### config.mk
export PLATFORM = sky130hd
export DESIGN_NAME = vid_addr_gen
export DESIGN_NICKNAME = d
export VERILOG_FILES = /design/src/rtl/vid_addr_pkg.sv /design/src/rtl/vid_mode_dec.sv /design/src/rtl/vid_line_split.sv /design/src/rtl/vid_addr_mux.sv /design/src/rtl/vid_addr_gen.sv
export SDC_FILE = /design/constraint.sdc
export NUM_CORES = 1
export LEC_CHECK = 0
export ABC_AREA = 1
export BUFFER_PORTS_ARGS = -buffer_cell sky130_fd_sc_hd__buf_2
export CORE_MARGIN = 2
export CORE_UTILIZATION = 43
export DETAILED_ROUTE_END_ITERATION = 8
export PLACE_DENSITY = 0.8
export SLEW_MARGIN = 20
export SYNTH_ARGS = -nofsm -noshare
export SYNTH_HDL_FRONTEND = slang
export SYNTH_SLANG_ARGS = --single-unit
### constraint.sdc
create_clock -name clk -period 0.8 [get_ports clk]
set_input_delay 0.04 -clock clk [delete_from_list [all_inputs] [get_ports clk]]
set_output_delay 0.04 -clock clk [all_outputs]
set_load 0.02 [all_outputs]
### src/rtl/vid_addr_pkg.sv
package vid_addr_pkg;

   typedef enum logic [1:0] {
      LAY_STD     = 2'd0,
      LAY_ALT     = 2'd1,
      LAY_LINECLR = 2'd2,
      LAY_WIDE    = 2'd3
   } layout_e;

   localparam logic [15:0] BUF_LO_BASE = 16'h4000;
   localparam logic [15:0] BUF_HI_BASE = 16'h6000;
   localparam logic [15:0] CLR_TBL_OFF = 16'h1800;

   typedef struct packed {
      logic [1:0] third;
      logic [2:0] row;
      logic [2:0] sub;
   } line_fields_t;

endpackage

### src/rtl/vid_mode_dec.sv
module vid_mode_dec
   import vid_addr_pkg::*;
#(
   parameter int MODE_W = 3
) (
   input  logic [MODE_W-1:0] mode_i,
   output layout_e           layout_o
);
   always_comb begin
      unique case (mode_i[2:0])
         3'b001:  layout_o = LAY_ALT;
         3'b010:  layout_o = LAY_LINECLR;
         3'b110:  layout_o = LAY_WIDE;
         default: layout_o = LAY_STD;
      endcase
   end
endmodule

### src/rtl/vid_line_split.sv
module vid_line_split
   import vid_addr_pkg::*;
#(
   parameter int LINE_W  = 8,
   parameter int BYTE_W  = 5,
   parameter int N_LINES = 192,
   localparam int OFF_W  = LINE_W + BYTE_W
) (
   input  logic [LINE_W-1:0] line_i,
   input  logic [BYTE_W-1:0] byte_i,
   output logic [OFF_W-1:0]  pix_off_o,
   output logic [OFF_W-1:0]  lin_off_o,
   output logic              in_range_o
);
   line_fields_t lf;

   assign lf         = line_fields_t'(line_i);
   assign pix_off_o  = {lf.third, lf.sub, lf.row, byte_i};
   assign lin_off_o  = {3'b000, lf.third, lf.row, byte_i};
   assign in_range_o = (int'(line_i) < N_LINES);
endmodule

### src/rtl/vid_addr_mux.sv
module vid_addr_mux
   import vid_addr_pkg::*;
#(
   parameter int ADDR_W = 16,
   parameter int OFF_W  = 13
) (
   input  layout_e           layout_i,
   input  logic              kind_i,
   input  logic              wide_hi_i,
   input  logic [OFF_W-1:0]  pix_off_i,
   input  logic [OFF_W-1:0]  lin_off_i,
   output logic [ADDR_W-1:0] addr_o,
   output logic              no_clr_o
);
   logic [ADDR_W-1:0] base;
   logic [ADDR_W-1:0] pix_ext;
   logic [ADDR_W-1:0] lin_ext;

   assign pix_ext = ADDR_W'(pix_off_i);
   assign lin_ext = ADDR_W'(lin_off_i);

   always_comb begin
      unique case (layout_i)
         LAY_ALT:  base = ADDR_W'(BUF_HI_BASE);
         LAY_WIDE: base = wide_hi_i ? ADDR_W'(BUF_HI_BASE) : ADDR_W'(BUF_LO_BASE);
         default:  base = ADDR_W'(BUF_LO_BASE);
      endcase
   end

   always_comb begin
      no_clr_o = (layout_i == LAY_WIDE);
      if (!kind_i)
         addr_o = base + pix_ext;
      else if (layout_i == LAY_LINECLR)
         addr_o = ADDR_W'(BUF_HI_BASE) + pix_ext;
      else
         addr_o = base + ADDR_W'(CLR_TBL_OFF) + lin_ext;
   end
endmodule

### src/rtl/vid_addr_gen.sv
module vid_addr_gen
   import vid_addr_pkg::*;
#(
   parameter int ADDR_W  = 16,
   parameter int LINE_W  = 8,
   parameter int COL_W   = 6,
   parameter int MODE_W  = 3,
   parameter int N_LINES = 192,
   parameter bit REG_OUT = 1'b1
) (
   input  logic              clk,
   input  logic              rst_n,
   input  logic [LINE_W-1:0] line_i,
   input  logic [COL_W-1:0]  col_i,
   input  logic [MODE_W-1:0] mode_i,
   input  logic              kind_i,
   input  logic              req_i,
   output logic [ADDR_W-1:0] addr_o,
   output logic              fetch_o,
   output logic              oor_o
);
   localparam int BYTE_W = COL_W - 1;
   localparam int OFF_W  = LINE_W + BYTE_W;

   generate
      if (ADDR_W < 16) begin : g_bad_addr
         $error("vid_addr_gen: ADDR_W must be at least 16");
      end
      if (LINE_W != 8 || COL_W != 6 || MODE_W != 3) begin : g_bad_geom
         $error("vid_addr_gen: line/column/mode widths are fixed at 8/6/3");
      end
      if (N_LINES > (1 << LINE_W)) begin : g_bad_lines
         $error("vid_addr_gen: N_LINES exceeds line range");
      end
   endgenerate

   layout_e            layout;
   logic [BYTE_W-1:0]  byte_sel;
   logic [OFF_W-1:0]   pix_off;
   logic [OFF_W-1:0]   lin_off;
   logic               in_range;
   logic [ADDR_W-1:0]  addr_c;
   logic               no_clr;
   logic               fetch_c;

   vid_mode_dec #(.MODE_W(MODE_W)) u_dec (
      .mode_i   (mode_i),
      .layout_o (layout)
   );

   assign byte_sel = (layout == LAY_WIDE) ? col_i[COL_W-1:1] : col_i[BYTE_W-1:0];

   vid_line_split #(.LINE_W(LINE_W), .BYTE_W(BYTE_W), .N_LINES(N_LINES)) u_split (
      .line_i     (line_i),
      .byte_i     (byte_sel),
      .pix_off_o  (pix_off),
      .lin_off_o  (lin_off),
      .in_range_o (in_range)
   );

   vid_addr_mux #(.ADDR_W(ADDR_W), .OFF_W(OFF_W)) u_mux (
      .layout_i  (layout),
      .kind_i    (kind_i),
      .wide_hi_i (col_i[0]),
      .pix_off_i (pix_off),
      .lin_off_i (lin_off),
      .addr_o    (addr_c),
      .no_clr_o  (no_clr)
   );

   assign fetch_c = req_i && in_range && !(no_clr && kind_i);

   generate
      if (REG_OUT) begin : g_reg
         always_ff @(posedge clk or negedge rst_n) begin
            if (!rst_n) begin
               addr_o  <= '0;
               fetch_o <= 1'b0;
               oor_o   <= 1'b0;
            end else begin
               addr_o  <= addr_c;
               fetch_o <= fetch_c;
               oor_o   <= !in_range;
            end
         end
      end else begin : g_comb
         assign addr_o  = addr_c;
         assign fetch_o = fetch_c;
         assign oor_o   = !in_range;
      end
   endgenerate
endmodule

# Word level (Yosys, flattened, before mapping)
# Cells that the tools add are included.
dict set report classes {
  n_addsub 4
  multipliers 0
  n_div 0
  order_cmp 1
  eq_ne 6
  n_shift 0
  muxes 6
  bitwise 0
  reduce_logical 5
}
# cell count
set ops {}
lappend ops {{16-bit 2-to-1 mux} 2}
lappend ops {{16-bit one-hot mux with 2 select lines} 1}
lappend ops {{15-bit by 13-bit adder with 16-bit output (first input constant)} 1}
lappend ops {{16-bit by 10-bit adder with 16-bit output} 1}
lappend ops {{16-bit by 13-bit adder with 16-bit output} 1}
lappend ops {{16-bit by 13-bit adder with 16-bit output (second input constant)} 1}
lappend ops {{14-bit 2-to-1 mux} 1}
lappend ops {{8-bit < comparator (second input constant)} 1}
lappend ops {{2-bit one-hot mux with 3 select lines} 1}
lappend ops {{5-bit 2-to-1 mux} 1}
lappend ops {{2-bit equality test (second input constant)} 2}
lappend ops {{3-bit by 1-bit equality test with 1-bit output (second input constant)} 1}
lappend ops {{3-bit by 2-bit equality test with 1-bit output (second input constant)} 1}
lappend ops {{3-bit equality test (second input constant)} 1}
lappend ops {{1-bit logical AND} 3}
lappend ops {{2-bit by 1-bit equality test with 1-bit output (second input constant)} 1}
lappend ops {{1-bit zero test} 2}
dict set report word_totals {
  register_bits 18
  latchBits 0
  ramBits 0
  rom_bits 0
  input_bits 21
  out_inout_bits 18
  elab_cells 25
  n_memories 0
}

# Logic depth before layout (Yosys ltp)
dict set report logic_depth {
  depth_word 8
  depth_mapped 5
  mapped_depth_nobuf 5
}

# Modules after synthesis
# A second synthesis with hierarchy kept.
dict set report unflattened {
  hier_cells 141
  hier_area_um2 1118.6
}
# module instances cells_each area_each_um2 seq_area_each_um2
set by_module_without_submodules {}
lappend by_module_without_submodules {vid_addr_gen 1 39 538.0 450.4}
lappend by_module_without_submodules {vid_addr_mux 1 67 349.1 0.0}
lappend by_module_without_submodules {vid_line_split 1 28 202.7 0.0}
lappend by_module_without_submodules {vid_mode_dec 1 7 28.8 0.0}

# Least setup slack after synthesis
# OpenSTA, ideal clock, no wires.
dict set report synth_path {
  path_kind {input-to-reg}
  startpoint {in mode_i[0]}
  endpoint {reg addr_o[0]}
  arrival_time_ps 468
  path_slack_ps 211
  cell_stages 4
  n_path_buf 0
  cell_sequence {inv_1 -> nand3_2 -> nand2_1 -> o21ai_1}
}
dict set report synth_between {
  elab_chain_cells 8
}
# element line_no
set synth_rtl {}
lappend synth_rtl {{from (decl)} vid_addr_gen.sv:15} ;# input logic [MODE_W-1:0] mode_i,
lappend synth_rtl {{3-bit equality test (tied with other cells)} vid_mode_dec.sv:10} ;# unique case (mode_i[2:0])
lappend synth_rtl {{2-bit one-hot mux with 3 select lines (*)} vid_mode_dec.sv:10}
lappend synth_rtl {{2-bit equality test or 2-bit by 1-bit equality test with 1-bit output (tied branches)} {vid_addr_mux.sv:23, vid_addr_gen.sv:51}}
lappend synth_rtl {{16-bit one-hot mux with 2 select lines} vid_addr_mux.sv:23} ;# unique case (layout_i)
lappend synth_rtl {{16-bit by 13-bit adder with 16-bit output} vid_addr_mux.sv:37} ;# addr_o = base + ADDR_W'(CLR_TBL_OFF) + lin_ext;
lappend synth_rtl {{16-bit by 10-bit adder with 16-bit output} vid_addr_mux.sv:37}
lappend synth_rtl {{16-bit 2-to-1 mux} vid_addr_mux.sv:34} ;# else if (layout_i == LAY_LINECLR)
lappend synth_rtl {{16-bit 2-to-1 mux (*)} vid_addr_mux.sv:32} ;# if (!kind_i)
lappend synth_rtl {{via addr_c[0]} vid_addr_gen.sv:42} ;# logic [ADDR_W-1:0] addr_c;
lappend synth_rtl {{to (signal assigned)} vid_addr_gen.sv:81} ;# addr_o <= addr_c;
lappend synth_rtl {{to (decl)} vid_addr_gen.sv:18} ;# output logic [ADDR_W-1:0] addr_o,
# Mark *: on every way through the listed nets, which the timed path passes. The rest lies on a longest branch.

# Final worst setup path
dict set report layout_path {
  startpoint {reg addr_o[3]}
  endpoint {out addr_o[3]}
}
# No word-level cell between the ends.

==> flow_summary.json <==
{
  "status": "finished with violations",
  "violations": "negative hold slack, negative setup slack",
  "dpl_cell_area_um2": 825.8,
  "fin_ws_ns": -0.05280,
  "utilization_pct": 79.36,
  "post_drt_wl_per_cell_um": 12.87,
  "ys.flop_type": "dfrtp_1",
  "worst-path-buf-inv": 1,
  "clock_path_buffers": 2,
  "h-tree-depth": 1,
  "fp.coreArea_um2": 1334,
  "critPathSlowestCell": "dfrtp_1",
  "holdCritStartpoint": "req_i",
  "die_h_um": 42.26,
  "critical_path_class": "reg -> out",
  "setup_viol": 17,
  "place_hpwl_um": 971.2,
  "met3_length_um": 103,
  "fin_crit_sh_pct": 106.6,
  "crit_required_ns": 0.76,
  "synth_top_area_share_pct": 67.59,
  "synth-edff-count": 0,
  "yosys.area.top_type": "dfrtp_1",
  "area_delta_synth_final_pct": 68.19,
  "holdCritPathClass": "in -> reg",
  "first_global_vias": 562,
  "wl_met1_um": 643,
  "grt_pass1_wl_mm": 2.553,
  "hold_viol_final": 2,
  "end_kind": "output port",
  "synthTopCellsByCount": "dfrtp_1 (17), nand2_1 (14), inv_1 (11)",
  "gp_congestion": 0.7085,
  "row_count": 13,
  "finalMaxSlewViolations": 0,
  "wl_mm": 1.621,
  "io_buffers": 37,
  "cp-startpoint": "addr_o[3]",
  "vdd_drop_max_mv": 0.9341,
  "die_w_um": 42.26,
  "ant_nets": 0,
  "ys_warn_count": 0,
  "power.density_nw_per_um2": 1689,
  "drive_above_1_share_pct": 37.84,
  "stdcell_area_um2": 1059,
  "netlist_area_um2": 629.4,
  "root_buffer": "clkbuf_4",
  "rsz0062_at_grt": "yes",
  "cts_tree": "built",
  "period_minus_slack_ns": 0.8528,
  "drc": 0,
  "drt_iter0_drc": 4,
  "vias": 585,
  "crit_path_max_fanout": 1,
  "start_util_pct": 47.19,
  "antenna_found_initial": 0,
  "dr.pass1.iters": 4,
  "io_pins": 39,
  "drv_cap": 0,
  "drt-vias-per-instance": 4.643,
  "dr.max_layer_used": "met4",
  "critPathArrivalTime_ns": 0.81,
  "grt_remaining_overflow": 0,
  "cts_buffers": 3,
  "p_leak_nw": 0.5803,
  "wl_met2_um": 845,
  "crit_path_cell_trace": "buf_6",
  "clk_pin_slew_ns": 0.09,
  "grt_max_degree": 18,
  "async_flop_share_pct": 100.0,
  "fin_hold_ws_ns": -0.006218,
  "final_cells": 126,
  "critical-path-max-stage-delay_ns": 0.40,
  "synth_area_per_cell_um2": 10.32,
  "antenna-diode-count": 0,
  "track_usage_pct": 19.62,
  "critPathTopFamily": "flip-flops",
  "finalNetCount": 133,
  "yosysSeqAreaShare_pct": 67.59,
  "startpoint_type": "flip-flop",
  "die_area_um2": 1785,
  "synth.most_common_cell": "dfrtp_1",
  "total_power_mw": 1.788,
  "synth_seq_cells": 17,
  "synthTopCellsByArea": "dfrtp_1 (68%), nand2_1 (8.3%), inv_1 (6.6%)",
  "synth.distinct_cells": 11,
  "cts.sinks": 17,
  "synth_nets": 82,
  "placedCellCount": 112,
  "fmax_ghz": 1.173,
  "synth_cells": 61
}
-- kinds of logic after synthesis --
logic type      synth area share, %
simple gates                  18.29
flops                         67.59
buf+inv                       7.754
compound gates                5.169
other cells                   1.193
-- metrics by stage --
step           setup WS, ns  setup TNS [ns]
2_1_floorplan        0.2108               0
3_3_place_gp        0.05675               0
3_5_place_dp       0.008177               0
4_1_cts            -0.04756         -0.4933
5_1_grt            -0.07670          -1.054
6_report           -0.05280         -0.6528
-- cells in the final DEF (no fill, tap or decap) --
cell type,n
dlygate4sd3_1,10
nand3_2,2
conb_1,2
clkbuf_1,1
nand3_1,4
dfrtp_1,17
buf_6,17
nand2_1,14
nor2_1,1
buf_2,20
o21ai_1,5
inv_1,11
nand4_1,3
clkbuf_4,3
a21boi_0,1
-- worst paths after layout --
check                              to  slack [ns]  depth (start not counted)
max in group asynchronous  addr_o[10]        0.34                          2
hold / removal                fetch_o      -0.006                          3
min in group asynchronous  addr_o[14]        0.19                          2
setup / recovery            addr_o[3]       -0.05                          1
-- layer usage --
layer,global-route usage (%),vias to the layer above
li1,-,284
met1,22.28,269
met2,36.00,28
met3,2.155,4
met4,9.375,0
met5,0,-
-- area by class of cell --
| class | instances | area [um^2] |
|---|---|---|
| fillers | 71 | 275.3 |
| flip-flops and latches | 17 | 425.4 |
| well taps | 15 | 18.77 |
| multi-input cells | 32 | 155.1 |
| inverters | 11 | 41.29 |
| repair buffers | 47 | 391.6 |
| clock buffers | 4 | 26.28 |
-- report_power, final --
group / switching (mW) / internal (mW) / total [mW] / leakage (nW)
clock network: 0.250 / 0.193 / 0.444 / 0.0150
logic: 0.202 / 0.199 / 0.401 / 0.364
registers: 0.0277 / 0.915 / 0.943 / 0.201
-- registers in the layout (all words and copies together), names as in the netlist --
| name | flops |
|---|---|
| oor_o | 1 |
| addr_o | 15 |
| fetch_o | 1 |
-- what timing repair did --
item / CTS / global route
resized for setup: 34 / 0
endpoints found under the hold margin: 26 / 0
setup endpoints to repair: 17 / 17
hold buffers: 10 / 0
setup buffers: 0 / 0
pin swaps: 0 / 0
(Power assumes the default switching activity.)
